--- config.mk ---
export PLATFORM = sky130hd
export DESIGN_NAME = dmc_snoop_wt_cache
export DESIGN_NICKNAME = d
export VERILOG_FILES = /design/src/rtl/dmc_pkg.sv /design/src/rtl/dmc_line_store.sv /design/src/rtl/dmc_ctrl.sv /design/src/rtl/dmc_snoop_wt_cache.sv
export SDC_FILE = /design/constraint.sdc
export NUM_CORES = 1
export LEC_CHECK = 0
export BUFFER_PORTS_ARGS = -buffer_cell sky130_fd_sc_hd__buf_2
export CAP_MARGIN = 20
export CORE_ASPECT_RATIO = 1.5
export CORE_UTILIZATION = 30
export CTS_BUF_LIST = sky130_fd_sc_hd__clkbuf_16
export CTS_CLUSTER_SIZE = 25
export DETAILED_ROUTE_END_ITERATION = 6
export PLACE_DENSITY = 0.5
export SLEW_MARGIN = 5
export SYNTH_ARGS = -nofsm -noshare
export SYNTH_HDL_FRONTEND = slang
export SYNTH_SLANG_ARGS = --single-unit
--- constraint.sdc ---
create_clock -name clk -period 4 [get_ports clk]
set_clock_uncertainty 0.2 [all_clocks]
set_input_delay 0.6 -clock clk [delete_from_list [all_inputs] [get_ports clk]]
set_output_delay 0.6 -clock clk [all_outputs]
set_load 0.02 [all_outputs]
--- src/rtl/dmc_pkg.sv ---
package dmc_pkg;
    localparam int ADDR_W = 6;
    localparam int DATA_W = 8;
    localparam int OFF_W  = 2;
    localparam int IDX_W  = 2;
    localparam int TAG_W  = ADDR_W - OFF_W - IDX_W;
    localparam int LINES  = 1 << IDX_W;
    localparam int WORDS  = 1 << OFF_W;
    localparam int BLK_W  = ADDR_W - OFF_W;

    typedef struct packed {
        logic [TAG_W-1:0] tag;
        logic [IDX_W-1:0] idx;
        logic [OFF_W-1:0] off;
    } addr_t;

    typedef enum logic [1:0] {
        ST_IDLE   = 2'd0,
        ST_FILL   = 2'd1,
        ST_SINGLE = 2'd2,
        ST_DONE   = 2'd3
    } state_e;

    function automatic addr_t split_addr(input logic [ADDR_W-1:0] a);
        return addr_t'(a);
    endfunction

    function automatic logic [BLK_W-1:0] block_of(input logic [ADDR_W-1:0] a);
        return a[ADDR_W-1:OFF_W];
    endfunction
endpackage

--- src/rtl/dmc_line_store.sv ---
module dmc_line_store
    import dmc_pkg::*;
(
    input  logic              clk,
    input  logic              rst,
    input  logic [IDX_W-1:0]  rd_idx,
    input  logic [OFF_W-1:0]  rd_off,
    output logic              rd_valid,
    output logic [TAG_W-1:0]  rd_tag,
    output logic [DATA_W-1:0] rd_byte,
    input  logic              wr_en,
    input  logic [IDX_W-1:0]  wr_idx,
    input  logic [OFF_W-1:0]  wr_off,
    input  logic [DATA_W-1:0] wr_data,
    input  logic              clr_en,
    input  logic [IDX_W-1:0]  clr_idx,
    input  logic              set_en,
    input  logic [IDX_W-1:0]  set_idx,
    input  logic [TAG_W-1:0]  set_tag,
    input  logic              snp_en,
    input  logic [IDX_W-1:0]  snp_idx,
    input  logic [TAG_W-1:0]  snp_tag
);
    logic [LINES-1:0]  valid_q;
    logic [TAG_W-1:0]  tag_q  [LINES];
    logic [DATA_W-1:0] data_q [LINES][WORDS];

    assign rd_valid = valid_q[rd_idx];
    assign rd_tag   = tag_q[rd_idx];
    assign rd_byte  = data_q[rd_idx][rd_off];

    for (genvar i = 0; i < LINES; i++) begin : g_line
        logic set_here, drop_here;
        assign set_here  = set_en && (set_idx == IDX_W'(i));
        assign drop_here = (clr_en && (clr_idx == IDX_W'(i))) ||
                           (snp_en && (snp_idx == IDX_W'(i)) && (tag_q[i] == snp_tag));

        always_ff @(posedge clk) begin
            if (rst) begin
                valid_q[i] <= 1'b0;
            end else if (set_here) begin
                valid_q[i] <= 1'b1;
            end else if (drop_here) begin
                valid_q[i] <= 1'b0;
            end
        end

        always_ff @(posedge clk) begin
            if (rst) begin
                tag_q[i] <= '0;
            end else if (set_here) begin
                tag_q[i] <= set_tag;
            end
        end

        for (genvar w = 0; w < WORDS; w++) begin : g_word
            always_ff @(posedge clk) begin
                if (wr_en && (wr_idx == IDX_W'(i)) && (wr_off == OFF_W'(w))) begin
                    data_q[i][w] <= wr_data;
                end
            end
        end
    end

    // a matching snoop on a valid line leaves it invalid
    a_r6_snoop_drops_line: assert property (@(posedge clk) disable iff (rst)
        (snp_en && valid_q[snp_idx] && (tag_q[snp_idx] == snp_tag) &&
         !(set_en && (set_idx == snp_idx)))
        |=> !valid_q[$past(snp_idx)]);

    // reset empties the cache
    a_r9_reset_clears: assert property (@(posedge clk)
        rst |=> (valid_q == '0));
endmodule

--- src/rtl/dmc_ctrl.sv ---
module dmc_ctrl
    import dmc_pkg::*;
#(
    parameter int                NC_BITS  = 2,
    parameter logic [NC_BITS-1:0] NC_VALUE = '1
) (
    input  logic              clk,
    input  logic              rst,
    input  logic              cpu_req,
    input  logic              cpu_we,
    input  logic [ADDR_W-1:0] cpu_addr,
    input  logic [DATA_W-1:0] cpu_wdata,
    output logic [DATA_W-1:0] cpu_rdata,
    output logic              cpu_stall,
    output logic              mem_req,
    output logic              mem_we,
    output logic [ADDR_W-1:0] mem_addr,
    output logic [DATA_W-1:0] mem_wdata,
    input  logic [DATA_W-1:0] mem_rdata,
    input  logic              mem_ack,
    input  logic              snoop_valid,
    input  logic [ADDR_W-1:0] snoop_addr,
    input  logic              rd_valid,
    input  logic [TAG_W-1:0]  rd_tag,
    input  logic [DATA_W-1:0] rd_byte,
    output logic              wr_en,
    output logic [OFF_W-1:0]  wr_off,
    output logic [DATA_W-1:0] wr_data,
    output logic              clr_en,
    output logic              set_en
);
    addr_t             a;
    logic              noncache;
    logic              hit;
    logic              snoop_same;
    logic              last_word;
    state_e            state_q, state_d;
    logic [OFF_W-1:0]  cnt_q;
    logic              kill_q;
    logic [DATA_W-1:0] resp_q;

    assign a          = split_addr(cpu_addr);
    assign noncache   = (cpu_addr[ADDR_W-1 -: NC_BITS] == NC_VALUE);
    assign hit        = rd_valid && (rd_tag == a.tag) && !noncache;
    assign snoop_same = snoop_valid && (block_of(snoop_addr) == block_of(cpu_addr));
    assign last_word  = &cnt_q;

    always_comb begin
        state_d   = state_q;
        mem_req   = 1'b0;
        mem_we    = 1'b0;
        mem_addr  = cpu_addr;
        mem_wdata = cpu_wdata;
        wr_en     = 1'b0;
        wr_off    = a.off;
        wr_data   = cpu_wdata;
        clr_en    = 1'b0;
        set_en    = 1'b0;
        unique case (state_q)
            ST_IDLE: begin
                if (cpu_req) begin
                    if (cpu_we || noncache) begin
                        state_d = ST_SINGLE;
                    end else if (!hit) begin
                        state_d = ST_FILL;
                        clr_en  = 1'b1;
                    end
                end
            end
            ST_FILL: begin
                mem_req  = 1'b1;
                mem_addr = {a.tag, a.idx, cnt_q};
                wr_off   = cnt_q;
                wr_data  = mem_rdata;
                if (mem_ack) begin
                    wr_en = 1'b1;
                    if (last_word) begin
                        set_en  = !(kill_q || snoop_same);
                        state_d = ST_DONE;
                    end
                end
            end
            ST_SINGLE: begin
                mem_req = 1'b1;
                mem_we  = cpu_we;
                if (mem_ack) begin
                    wr_en   = cpu_we && hit;
                    state_d = ST_DONE;
                end
            end
            ST_DONE: begin
                state_d = ST_IDLE;
            end
            default: state_d = ST_IDLE;
        endcase
    end

    always_ff @(posedge clk) begin
        if (rst) begin
            state_q <= ST_IDLE;
            cnt_q   <= '0;
            kill_q  <= 1'b0;
            resp_q  <= '0;
        end else begin
            state_q <= state_d;
            if (state_q == ST_IDLE) begin
                cnt_q  <= '0;
                kill_q <= 1'b0;
            end
            if (state_q == ST_FILL) begin
                if (snoop_same) begin
                    kill_q <= 1'b1;
                end
                if (mem_ack) begin
                    cnt_q <= cnt_q + 1'b1;
                    if (cnt_q == a.off) begin
                        resp_q <= mem_rdata;
                    end
                end
            end
            if ((state_q == ST_SINGLE) && mem_ack && !cpu_we) begin
                resp_q <= mem_rdata;
            end
        end
    end

    assign cpu_rdata = (state_q == ST_DONE) ? resp_q : rd_byte;
    assign cpu_stall = cpu_req && (state_q != ST_DONE) &&
                       !((state_q == ST_IDLE) && !cpu_we && hit);

    // handshake outputs hold until acknowledged
    a_r10_req_held: assert property (@(posedge clk) disable iff (rst)
        (mem_req && !mem_ack) |=> (mem_req && $stable(mem_addr) && $stable(mem_we)));

    // a write request puts a memory write on the port next cycle
    a_r4_write_to_mem: assert property (@(posedge clk) disable iff (rst)
        ((state_q == ST_IDLE) && cpu_req && cpu_we) |=> (mem_req && mem_we));

    // a fill only ever reads memory
    a_r2_fill_reads: assert property (@(posedge clk) disable iff (rst)
        (state_q == ST_FILL) |-> !mem_we);

    // noncacheable addresses never validate a line
    a_r8_nc_never_set: assert property (@(posedge clk) disable iff (rst)
        set_en |-> !noncache);

    // an access finishing from idle never used memory
    a_r1_hit_no_mem: assert property (@(posedge clk) disable iff (rst)
        (cpu_req && !cpu_stall && (state_q == ST_IDLE)) |-> !mem_req);
endmodule

--- src/rtl/dmc_snoop_wt_cache.sv ---
module dmc_snoop_wt_cache
    import dmc_pkg::*;
#(
    parameter int                NC_BITS  = 2,
    parameter logic [NC_BITS-1:0] NC_VALUE = '1
) (
    input  logic              clk,
    input  logic              rst,
    input  logic              cpu_req,
    input  logic              cpu_we,
    input  logic [ADDR_W-1:0] cpu_addr,
    input  logic [DATA_W-1:0] cpu_wdata,
    output logic [DATA_W-1:0] cpu_rdata,
    output logic              cpu_stall,
    output logic              mem_req,
    output logic              mem_we,
    output logic [ADDR_W-1:0] mem_addr,
    output logic [DATA_W-1:0] mem_wdata,
    input  logic [DATA_W-1:0] mem_rdata,
    input  logic              mem_ack,
    input  logic              snoop_valid,
    input  logic [ADDR_W-1:0] snoop_addr
);
    addr_t             cpu_f, snp_f;
    logic              rd_valid;
    logic [TAG_W-1:0]  rd_tag;
    logic [DATA_W-1:0] rd_byte;
    logic              wr_en, clr_en, set_en;
    logic [OFF_W-1:0]  wr_off;
    logic [DATA_W-1:0] wr_data;

    assign cpu_f = split_addr(cpu_addr);
    assign snp_f = split_addr(snoop_addr);

    dmc_line_store u_store (
        .clk      (clk),
        .rst      (rst),
        .rd_idx   (cpu_f.idx),
        .rd_off   (cpu_f.off),
        .rd_valid (rd_valid),
        .rd_tag   (rd_tag),
        .rd_byte  (rd_byte),
        .wr_en    (wr_en),
        .wr_idx   (cpu_f.idx),
        .wr_off   (wr_off),
        .wr_data  (wr_data),
        .clr_en   (clr_en),
        .clr_idx  (cpu_f.idx),
        .set_en   (set_en),
        .set_idx  (cpu_f.idx),
        .set_tag  (cpu_f.tag),
        .snp_en   (snoop_valid),
        .snp_idx  (snp_f.idx),
        .snp_tag  (snp_f.tag)
    );

    dmc_ctrl #(
        .NC_BITS  (NC_BITS),
        .NC_VALUE (NC_VALUE)
    ) u_ctrl (
        .clk         (clk),
        .rst         (rst),
        .cpu_req     (cpu_req),
        .cpu_we      (cpu_we),
        .cpu_addr    (cpu_addr),
        .cpu_wdata   (cpu_wdata),
        .cpu_rdata   (cpu_rdata),
        .cpu_stall   (cpu_stall),
        .mem_req     (mem_req),
        .mem_we      (mem_we),
        .mem_addr    (mem_addr),
        .mem_wdata   (mem_wdata),
        .mem_rdata   (mem_rdata),
        .mem_ack     (mem_ack),
        .snoop_valid (snoop_valid),
        .snoop_addr  (snoop_addr),
        .rd_valid    (rd_valid),
        .rd_tag      (rd_tag),
        .rd_byte     (rd_byte),
        .wr_en       (wr_en),
        .wr_off      (wr_off),
        .wr_data     (wr_data),
        .clr_en      (clr_en),
        .set_en      (set_en)
    );
endmodule

[Word-level counts from Yosys, hierarchy flattened]
Memory sizes are Yosys's and may differ from the RTL's.
Cells that the tools add are included.
Word-level totals
  bits of input ports: 34
  logic and storage cells: 223
  memory bits (writable): 136
  register bits: 17
  ROM bits: 0
  bits in latches: 0
  memories kept: 2
  output and inout bits: 25
Operators by class
  add/subtract/negate cells: 1
  shift operators: 0
  multiply operators: 0
  $lt $le $gt $ge: 2
  bitwise operators: 5
  reductions and logical operators: 74
  muxes and demuxes: 105
  div/mod/pow operators: 0
  eq/ne operators: 26
Memories
  u_store.data_q: depth 4, width 32, rd ports 1, clocked after memory_dff 0, wr ports 1, line dmc_line_store.sv:26  | logic [DATA_W-1:0] data_q [LINES][WORDS];
  u_store.tag_q: depth 4, width 2, rd ports 5, clocked after memory_dff 0, wr ports 4, line dmc_line_store.sv:25  | logic [TAG_W-1:0] tag_q [LINES];
Operators with widths (number)
  $mux 32: 3
  $reduce_or 32->1: 3
  $mux 1: 69
  $mux 8: 8
  $logic_and 1x1->1: 46
  $mux 2: 18
  $eq 2x2->1 const B: 9
  $bmux 8 s2: 1
  $reduce_bool 2->1: 7
  $eq 2x2->1: 6
  $mux 4: 3
  $eq 2x1->1 const B: 4
  $logic_not 2->1: 4
  $ne 2x2->1 const B: 4
  $pmux 2 s4: 1
  $logic_or 1x1->1: 6
  $reduce_and 5->1: 1
  $eq 4x4->1: 1
  $logic_not 1->1: 4
  $or 1x1->1: 4
  $ge 3x3->1 const B: 1
  $lt 2x3->1 const B: 1
  $ne 3x3->1 const B: 1
  $not 2->3: 1
  7 further kinds: 7

[Logic depth before layout (Yosys ltp)]
Gate-level depths: netlist of run 1.
  depth after elaboration: 15
  mapped depth: 9
  depth with buffers taken out: 7

[Cells and area by module]
Synthesis of run 1 repeated with hierarchy kept, for this count alone.
Unflattened totals
  cells, all modules: 409
  area total of the unflattened synthesis: 6817.8 µm²
Modules (own cells, without submodules)
  dmc_line_store: cells each 285, instances 1, seq. area each 4164.0 µm², area each 5704.2 µm²
  dmc_ctrl: cells each 124, instances 1, seq. area each 260.2 µm², area each 1113.6 µm²

[Worst setup path before layout of run 1]
Ideal clock, no wire load.
  path type: input to output
  start point: in cpu_addr[3]
  end point: out cpu_rdata[6]
  arrival: 2295 ps
  path buffers: 3
  path slack: 905 ps
  stages on the path: 6
  cells stage by stage: buf_2 > buf_2 > buf_1 > mux4_2 > mux2_2 > a221o_1
Between the ends
  cells in the longest elaborated chain, start to end: 5
Ends and longest elaborated chain
  start, declared: line dmc_snoop_wt_cache.sv:11  | input logic [ADDR_W-1:0] cpu_addr,
  $mem_v2 4x32
  $bmux 8 s2: line dmc_line_store.sv:30  | assign rd_byte = data_q[rd_idx][rd_off];
  $mux 8 (not written as such) (2 in series): line dmc_line_store.sv:30
  $mux 8: line dmc_ctrl.sv:127  | assign cpu_rdata = (state_q == ST_DONE) ? resp_q : rd_byte;
  end, declared: line dmc_snoop_wt_cache.sv:13  | output logic [DATA_W-1:0] cpu_rdata,
No other way between the ends. The select of a mux whose other input is x is not followed.

[Worst setup path in the final report of run 1]
  start point: in cpu_addr[2]
  end point: out cpu_rdata[3]
Same word-level chain as after synthesis.

==> flow_metrics.env, run 1 <==
export IMPL_status="finished with violations"
export IMPL_violations="design-rule violations"
export IMPL_drc=9
export IMPL_reg2reg_depth=6
export IMPL_nets=521
export IMPL_hold_depth=3
export IMPL_ant_nets=0
export IMPL_critPathMostFrequentCell="buf_2"
export IMPL_dp_hpwl_um=11400
export IMPL_slowest_delay_ns=0.54
export IMPL_fin_crit_ns=3.53
export IMPL_synth_seq_area_share=0.643
export IMPL_firstDrtPassIters=6
export IMPL_critPathLaunch="cpu_addr[2]"
export IMPL_crit_arrival_ns=2.73
export IMPL_met3_usage=0.0274
export IMPL_cts_root_buf="clkbuf_16"
export IMPL_synth_seq_cells=153
export IMPL_rsz0062_at_grt="no"
export IMPL_whs_ns=0.240
export IMPL_synthesis_nets=463
export IMPL_p_leak_nw=2.71
export IMPL_tns_ns=0
export IMPL_drive_above_1_share=0.352
export IMPL_insertion_delay_ns=0.42
export IMPL_antennaDiodeCount=0
export IMPL_crit_family="buffers and inverters"
export IMPL_synth_avg_cell_area_um2=16.3
export IMPL_fin_crit_sh=0.882
export IMPL_seqPwrFrac=0.463
export IMPL_synth_edf_count=136
export IMPL_syn_to_final_growth_pct=17.3
export IMPL_grt_busiest_layer="met2"
export IMPL_die_height_um=188
export IMPL_wl_per_cell_um=20.8
export IMPL_cts_setup_buffers=0
export IMPL_synth_mux_area_frac=0.170
export IMPL_die_area_mm2=0.0236
export IMPL_maxCapViolCount=0
export IMPL_ioPinCount=59
export IMPL_clk_pin_slew_ns=0.06
export IMPL_hold_end="u_ctrl.resp_q[0]"
export IMPL_post_cts_resized=0
export IMPL_synth_top_area_frac=0.593
export IMPL_async_reset_ff_frac=0
export IMPL_final_cells=770
export IMPL_synth_area_top_cells="edfxtp_1 (59%), mux4_2 (12%), dfxtp_1 (4.9%)"
export IMPL_drv_slew=0
export IMPL_mostFrequentLayoutCell="edfxtp_1"
export IMPL_final_area_mm2=0.00808
export IMPL_setup_viol=0
export IMPL_synth_top_family_by_area="multiplexers"
export IMPL_crit_path_max_fanout=26
export IMPL_fp_row_count=67
export IMPL_r2r_setup_slack_ns=1.13
export IMPL_grt_use_met2=0.280
export IMPL_crit_chain="buf_2, buf_12, mux4_2, mux2_2, a221o_1, buf_2"
export IMPL_core_area_mm2=0.0225
export IMPL_viasPerCell=4.88
export IMPL_synth_xor_xnor_area_share=0.0204
export IMPL_synth_compound_area_share=0.0405
export IMPL_final_cell_mix="edfxtp_1 (136), buf_2 (56), mux4_2 (36)"
export IMPL_cts_tree="built"
export IMPL_internal_power_mw=3.01
export IMPL_worst_pin_slew_ns=0.642
export IMPL_cts_hold_buf=0
export IMPL_routed_wirelength_um=16000
export IMPL_placed_cells=738
export IMPL_cts_max_level=4
export IMPL_grt_use_total=0.145
export IMPL_hp_class="in -> reg"
export IMPL_die_x_um=126
export IMPL_criticalPathCategory="in -> out"
export IMPL_grt_pass1_wl_um=24400
export IMPL_syn_inst=423
export IMPL_p_comb_frac=0.143
export IMPL_rr_endpoint="u_store.data_q[0][16]"
export IMPL_vdd_ir_drop_max_mv=0.284
export IMPL_swShare=0.251
export IMPL_portBuffers=56
export IMPL_placed_area_mm2=0.00749
export IMPL_fillers=2126
export IMPL_synth_simple_area_share=0.0794
export IMPL_cts_buffer_depth=2
export IMPL_hp_start="mem_rdata[0]"
export IMPL_max_slew_margin_rel=0.572
export IMPL_grt_pass1_vias=3984
export IMPL_p_clk_frac=0.394
export IMPL_antenna_found_initial=0
export IMPL_cp_required_ns=3.20
export IMPL_r2r_start="u_store.tag_q[2][0]"
export IMPL_yosysWarnings=0
export IMPL_power_density_mw_per_mm2=497
export IMPL_synth_fa_ha_area_frac=0.0109
export IMPL_fmax_ghz=0.283
export IMPL_critPathCaptureType="output pin"
export IMPL_netSwitchingPower_mw=1.01
export IMPL_grt_max_degree=27
export IMPL_grt_ovfl_total=0
export IMPL_ys_types=42
export IMPL_use_met1=0.150
export IMPL_cts_made_buffers=17
export IMPL_syn_cell_area_mm2=0.00688
export IMPL_synth_top_cell_by_area="edfxtp_1"
export IMPL_initial_core_util=0.306
export IMPL_drt_iter0_markers=254
export IMPL_cp_slowest_cell="mux4_2"
export IMPL_cp_start_kind="primary input"
export IMPL_p_total_mw=4.01
export IMPL_critPathBufInv=3
export IMPL_vias=3755
export IMPL_hold_violations=0
export IMPL_cts_sinks=153
export IMPL_gp_congestion=0.837
export IMPL_synth_ff_type="edfxtp_1"
-- flip-flops by register name, summed over array words and instances, names as in the netlist --
register and count:
u_ctrl.state_q 2, u_ctrl.resp_q 8, u_ctrl.kill_q 1, u_store.valid_q 4
u_store.data_q 128, u_ctrl.cnt_q 2, u_store.tag_q 8
-- through the flow --
| stage | setup slack [ns] | util |
|---|---|---|
| floorplan | 0.905 | - |
| global placement | 0.386 | 0.333 |
| detailed placement | 0.363 | 0.333 |
| CTS | 0.391 | 0.359 |
| global route | 0.316 | 0.359 |
| finish | 0.471 | 0.359 |
-- cells in the mapped netlist (2+ instances only) --
cell	n
a221oi_1	4
mux4_2	36
nand3b_1	2
nand2_1	12
mux2_2	16
inv_1	7
nor3b_1	2
clkbuf_1	11
o41ai_1	2
o21ai_0	5
o21a_1	2
edfxtp_1	136
buf_4	13
a21oi_1	5
nor2b_1	4
nor3_1	21
nor3_2	10
xor2_1	7
ha_1	6
dfxtp_1	17
mux2i_1	18
nand2b_1	14
a221o_1	8
nor2_1	21
nand3_1	6
buf_1	7
buf_2	8
xnor2_1	9
-- power groups by stage --
stage / combinational, mW / clock (mW) / sequential, mW
after floorplan: 0.398 / 0 / 1.88
after global placement: 0.579 / 0 / 1.89
after detailed placement: 0.585 / 0 / 1.89
after CTS: 0.586 / 1.62 / 1.86
after global routing: 0.630 / 1.67 / 1.86
final: 0.572 / 1.58 / 1.86
-- metal layers --
metal	vias up	part of all wire
li1	1760	-
met1	1913	0.38
met2	68	0.58
met3	14	0.028
met4	0	0.016
met5	-	0
-- final cells by class --
type | instances | area [um^2] | share of cell area
flip-flops and latches | 153 | 4420 | 0.548
clock buffers | 17 | 425 | 0.0527
well taps | 276 | 345 | 0.0428
clock inverters | 15 | 160 | 0.0198
inverters | 8 | 30.0 | 0.00372
repair buffers | 79 | 478 | 0.0592
multi-input cells | 222 | 2210 | 0.274
-- worst min-delay path: stages --
cell     delay (ns)
buf_2          0.09
mux2i_1        0.06
nor2_1         0.07
-- worst max-delay path by stage --
stage / endpoint / slack, ns / cells past startpoint
floorplan: cpu_rdata[6] / 0.90 / 6
detailed placement: u_store.data_q[0][22] / 0.36 / 7
global placement: cpu_rdata[5] / 0.39 / 6
finish: cpu_rdata[3] / 0.47 / 6
CTS: cpu_rdata[1] / 0.39 / 7
global route: cpu_rdata[1] / 0.32 / 7
-- cell families after synthesis --
group	count (synthesis)
xor gates and xnor gates	16
buffers and inverters	48
AOI/OAI and AO/OA	32
and+or+nand+nor	98
muxes	70
adders and majority gates	6
DFF	153
No activity file was read; power rests on OpenSTA's default activity.
==> inputs of run 2 (changes only) <==
--- a/config.mk
+++ b/config.mk
@@ -7,12 +7,11 @@
 export LEC_CHECK = 0
 export BUFFER_PORTS_ARGS = -buffer_cell sky130_fd_sc_hd__buf_2
 export CAP_MARGIN = 20
-export CORE_ASPECT_RATIO = 1.5
-export CORE_UTILIZATION = 30
+export CORE_UTILIZATION = 59
 export CTS_BUF_LIST = sky130_fd_sc_hd__clkbuf_16
 export CTS_CLUSTER_SIZE = 25
 export DETAILED_ROUTE_END_ITERATION = 6
-export PLACE_DENSITY = 0.5
+export PLACE_DENSITY = 0.83
 export SLEW_MARGIN = 5
 export SYNTH_ARGS = -nofsm -noshare
 export SYNTH_HDL_FRONTEND = slang
==> flow_metrics.env, run 2 (synthesized netlist as in run 1, its figures left out) <==
export IMPL_largest_register="u_store.data_q"
export IMPL_drt_iter0_markers=438
export IMPL_cts_sinks=153
export IMPL_hold_violations=0
export IMPL_rsz0062_at_grt="no"
export IMPL_critPathBufInv=3
export IMPL_cts_max_level=4
export IMPL_hold_depth=3
export IMPL_p_total_mw=4.07
export IMPL_placed_cells=603
export IMPL_mostFrequentLayoutCell="edfxtp_1"
export IMPL_r2r_setup_slack_ns=1.12
export IMPL_dp_hpwl_um=9610
export IMPL_maxCapViolCount=0
export IMPL_initial_core_util=0.605
export IMPL_slowest_delay_ns=0.54
export IMPL_setup_viol=0
export IMPL_antennaDiodeCount=0
export IMPL_cts_root_buf="clkbuf_16"
export IMPL_gp_congestion=0.890
export IMPL_worst_pin_slew_ns=0.754
export IMPL_fillers=755
export IMPL_wl_per_cell_um=24.0
export IMPL_cp_start_kind="primary input"
export IMPL_die_area_mm2=0.0121
export IMPL_grt_pass1_wl_um=22400
export IMPL_crit_path_max_fanout=23
export IMPL_nets=519
export IMPL_grt_pass1_vias=4091
export IMPL_vdd_ir_drop_max_mv=0.418
export IMPL_cp_required_ns=3.20
export IMPL_placed_area_mm2=0.00731
export IMPL_ant_nets=0
export IMPL_portBuffers=56
export IMPL_hold_end="u_ctrl.resp_q[1]"
export IMPL_critPathCaptureType="output pin"
export IMPL_final_area_mm2=0.00792
export IMPL_fp_row_count=39
export IMPL_p_leak_nw=2.70
export IMPL_grt_max_degree=39
export IMPL_crit_chain="buf_2, buf_12, mux4_2, mux2i_1, nor3_1, a221o_1, buf_2"
export IMPL_die_height_um=110
export IMPL_final_cells=635
export IMPL_die_x_um=110
export IMPL_rr_endpoint="u_store.tag_q[3][1]"
export IMPL_viasPerCell=6.39
export IMPL_cts_setup_buffers=0
export IMPL_hp_class="in -> reg"
export IMPL_syn_to_final_growth_pct=15.1
export IMPL_grt_ovfl_total=0
export IMPL_firstDrtPassIters=5
export IMPL_max_slew_margin_rel=0.498
export IMPL_top_regs="u_store.data_q (128), u_ctrl.resp_q (8), u_store.tag_q (8)"
export IMPL_power_density_mw_per_mm2=514
export IMPL_cts_hold_buf=0
export IMPL_post_cts_resized=0
export IMPL_routed_wirelength_um=15200
export IMPL_fin_crit_sh=0.838
export IMPL_cp_slowest_cell="mux4_2"
export IMPL_vias=4055
export IMPL_clk_pin_slew_ns=0.06
export IMPL_drc=0
export IMPL_drive_above_1_share=0.354
export IMPL_final_cell_mix="edfxtp_1 (136), buf_2 (56), mux4_2 (36), nor3_1 (21), nor2_1 (21)"
export IMPL_largest_reg_flops=128
export IMPL_final_core_util=0.696
export IMPL_crit_arrival_ns=2.55
export IMPL_tns_ns=0
export IMPL_fin_crit_ns=3.35
export IMPL_r2r_start="u_ctrl.state_q[1]"
export IMPL_critPathMostFrequentCell="buf_2"
export IMPL_antenna_found_initial=0
export IMPL_fmax_ghz=0.298
export IMPL_core_area_mm2=0.0114
export IMPL_reg2reg_depth=7
export IMPL_hp_start="mem_rdata[1]"
export IMPL_cts_made_buffers=17
export IMPL_criticalPathCategory="in -> out"
export IMPL_insertion_delay_ns=0.42
export IMPL_cts_buffer_depth=2
export IMPL_grt_use_total=0.271
export IMPL_status="completed"
export IMPL_crit_family="multiplexers"
export IMPL_drv_slew=0
export IMPL_ioPinCount=59
export IMPL_cts_tree="built"
-- run 2: changes by cell type in the layout (fill, tap and decap cells not counted), sizes merged --
cell / delta
inv: +5
buf: -2
clkinvlp: -1
clkinv: -4
-- run 2: worst max-delay path by stage --
stage | start | endpoint | slack [ns] | depth (start not counted)
after global routing | cpu_addr[2] | cpu_rdata[7] | 0.53 | 7
after global placement | cpu_addr[2] | cpu_rdata[7] | 0.67 | 7
after detailed placement | cpu_addr[2] | u_store.data_q[1][29] | 0.66 | 7
after CTS | cpu_addr[2] | cpu_rdata[2] | 0.65 | 7
final | cpu_addr[2] | cpu_rdata[2] | 0.65 | 7
after floorplan | cpu_addr[3] | cpu_rdata[6] | 0.90 | 6
-- run 2: tightest hold or removal path, delay by kind of cell --
family / cells / cell delay [ns]
buf+inv: 1 / 0.09
simple gates: 1 / 0.07
mux: 1 / 0.06
-- run 2: area by class of cell --
type                            instances  area (um^2)  share of cell area
Clock buffer                           17          425              0.0537
Clock inverter                         15          185              0.0234
Inverter                                8         30.0             0.00379
Multi-Input combinational cell        222         2210               0.279
Sequential cell                       153         4420               0.559
Tap cell                              143          179              0.0226
Timing Repair Buffer                   77          463              0.0585
-- run 2: metal layers --
metal	part of all wire	track usage	vias up
li1	-	-	1751
met1	0.40	0.343	2047
met2	0.49	0.432	224
met3	0.082	0.0705	33
met4	0.029	0.144	0
met5	0	0	-
-- run 2: power breakdown --
| group | internal, mW | switching (mW) | leakage, nW |
|---|---|---|---|
| logic | 0.196 | 0.372 | 1.04 |
| clock network | 0.992 | 0.653 | 0.291 |
| registers | 1.84 | 0.0208 | 1.37 |
-- run 2: through the flow --
| step | hold WS (ns) | setup WS (ns) |
|---|---|---|
| 2_1_floorplan | 0.261 | 0.905 |
| 3_3_place_gp | 0.276 | 0.673 |
| 3_5_place_dp | 0.291 | 0.659 |
| 4_1_cts | 0.222 | 0.652 |
| 5_1_grt | 0.264 | 0.528 |
| 6_report | 0.236 | 0.647 |
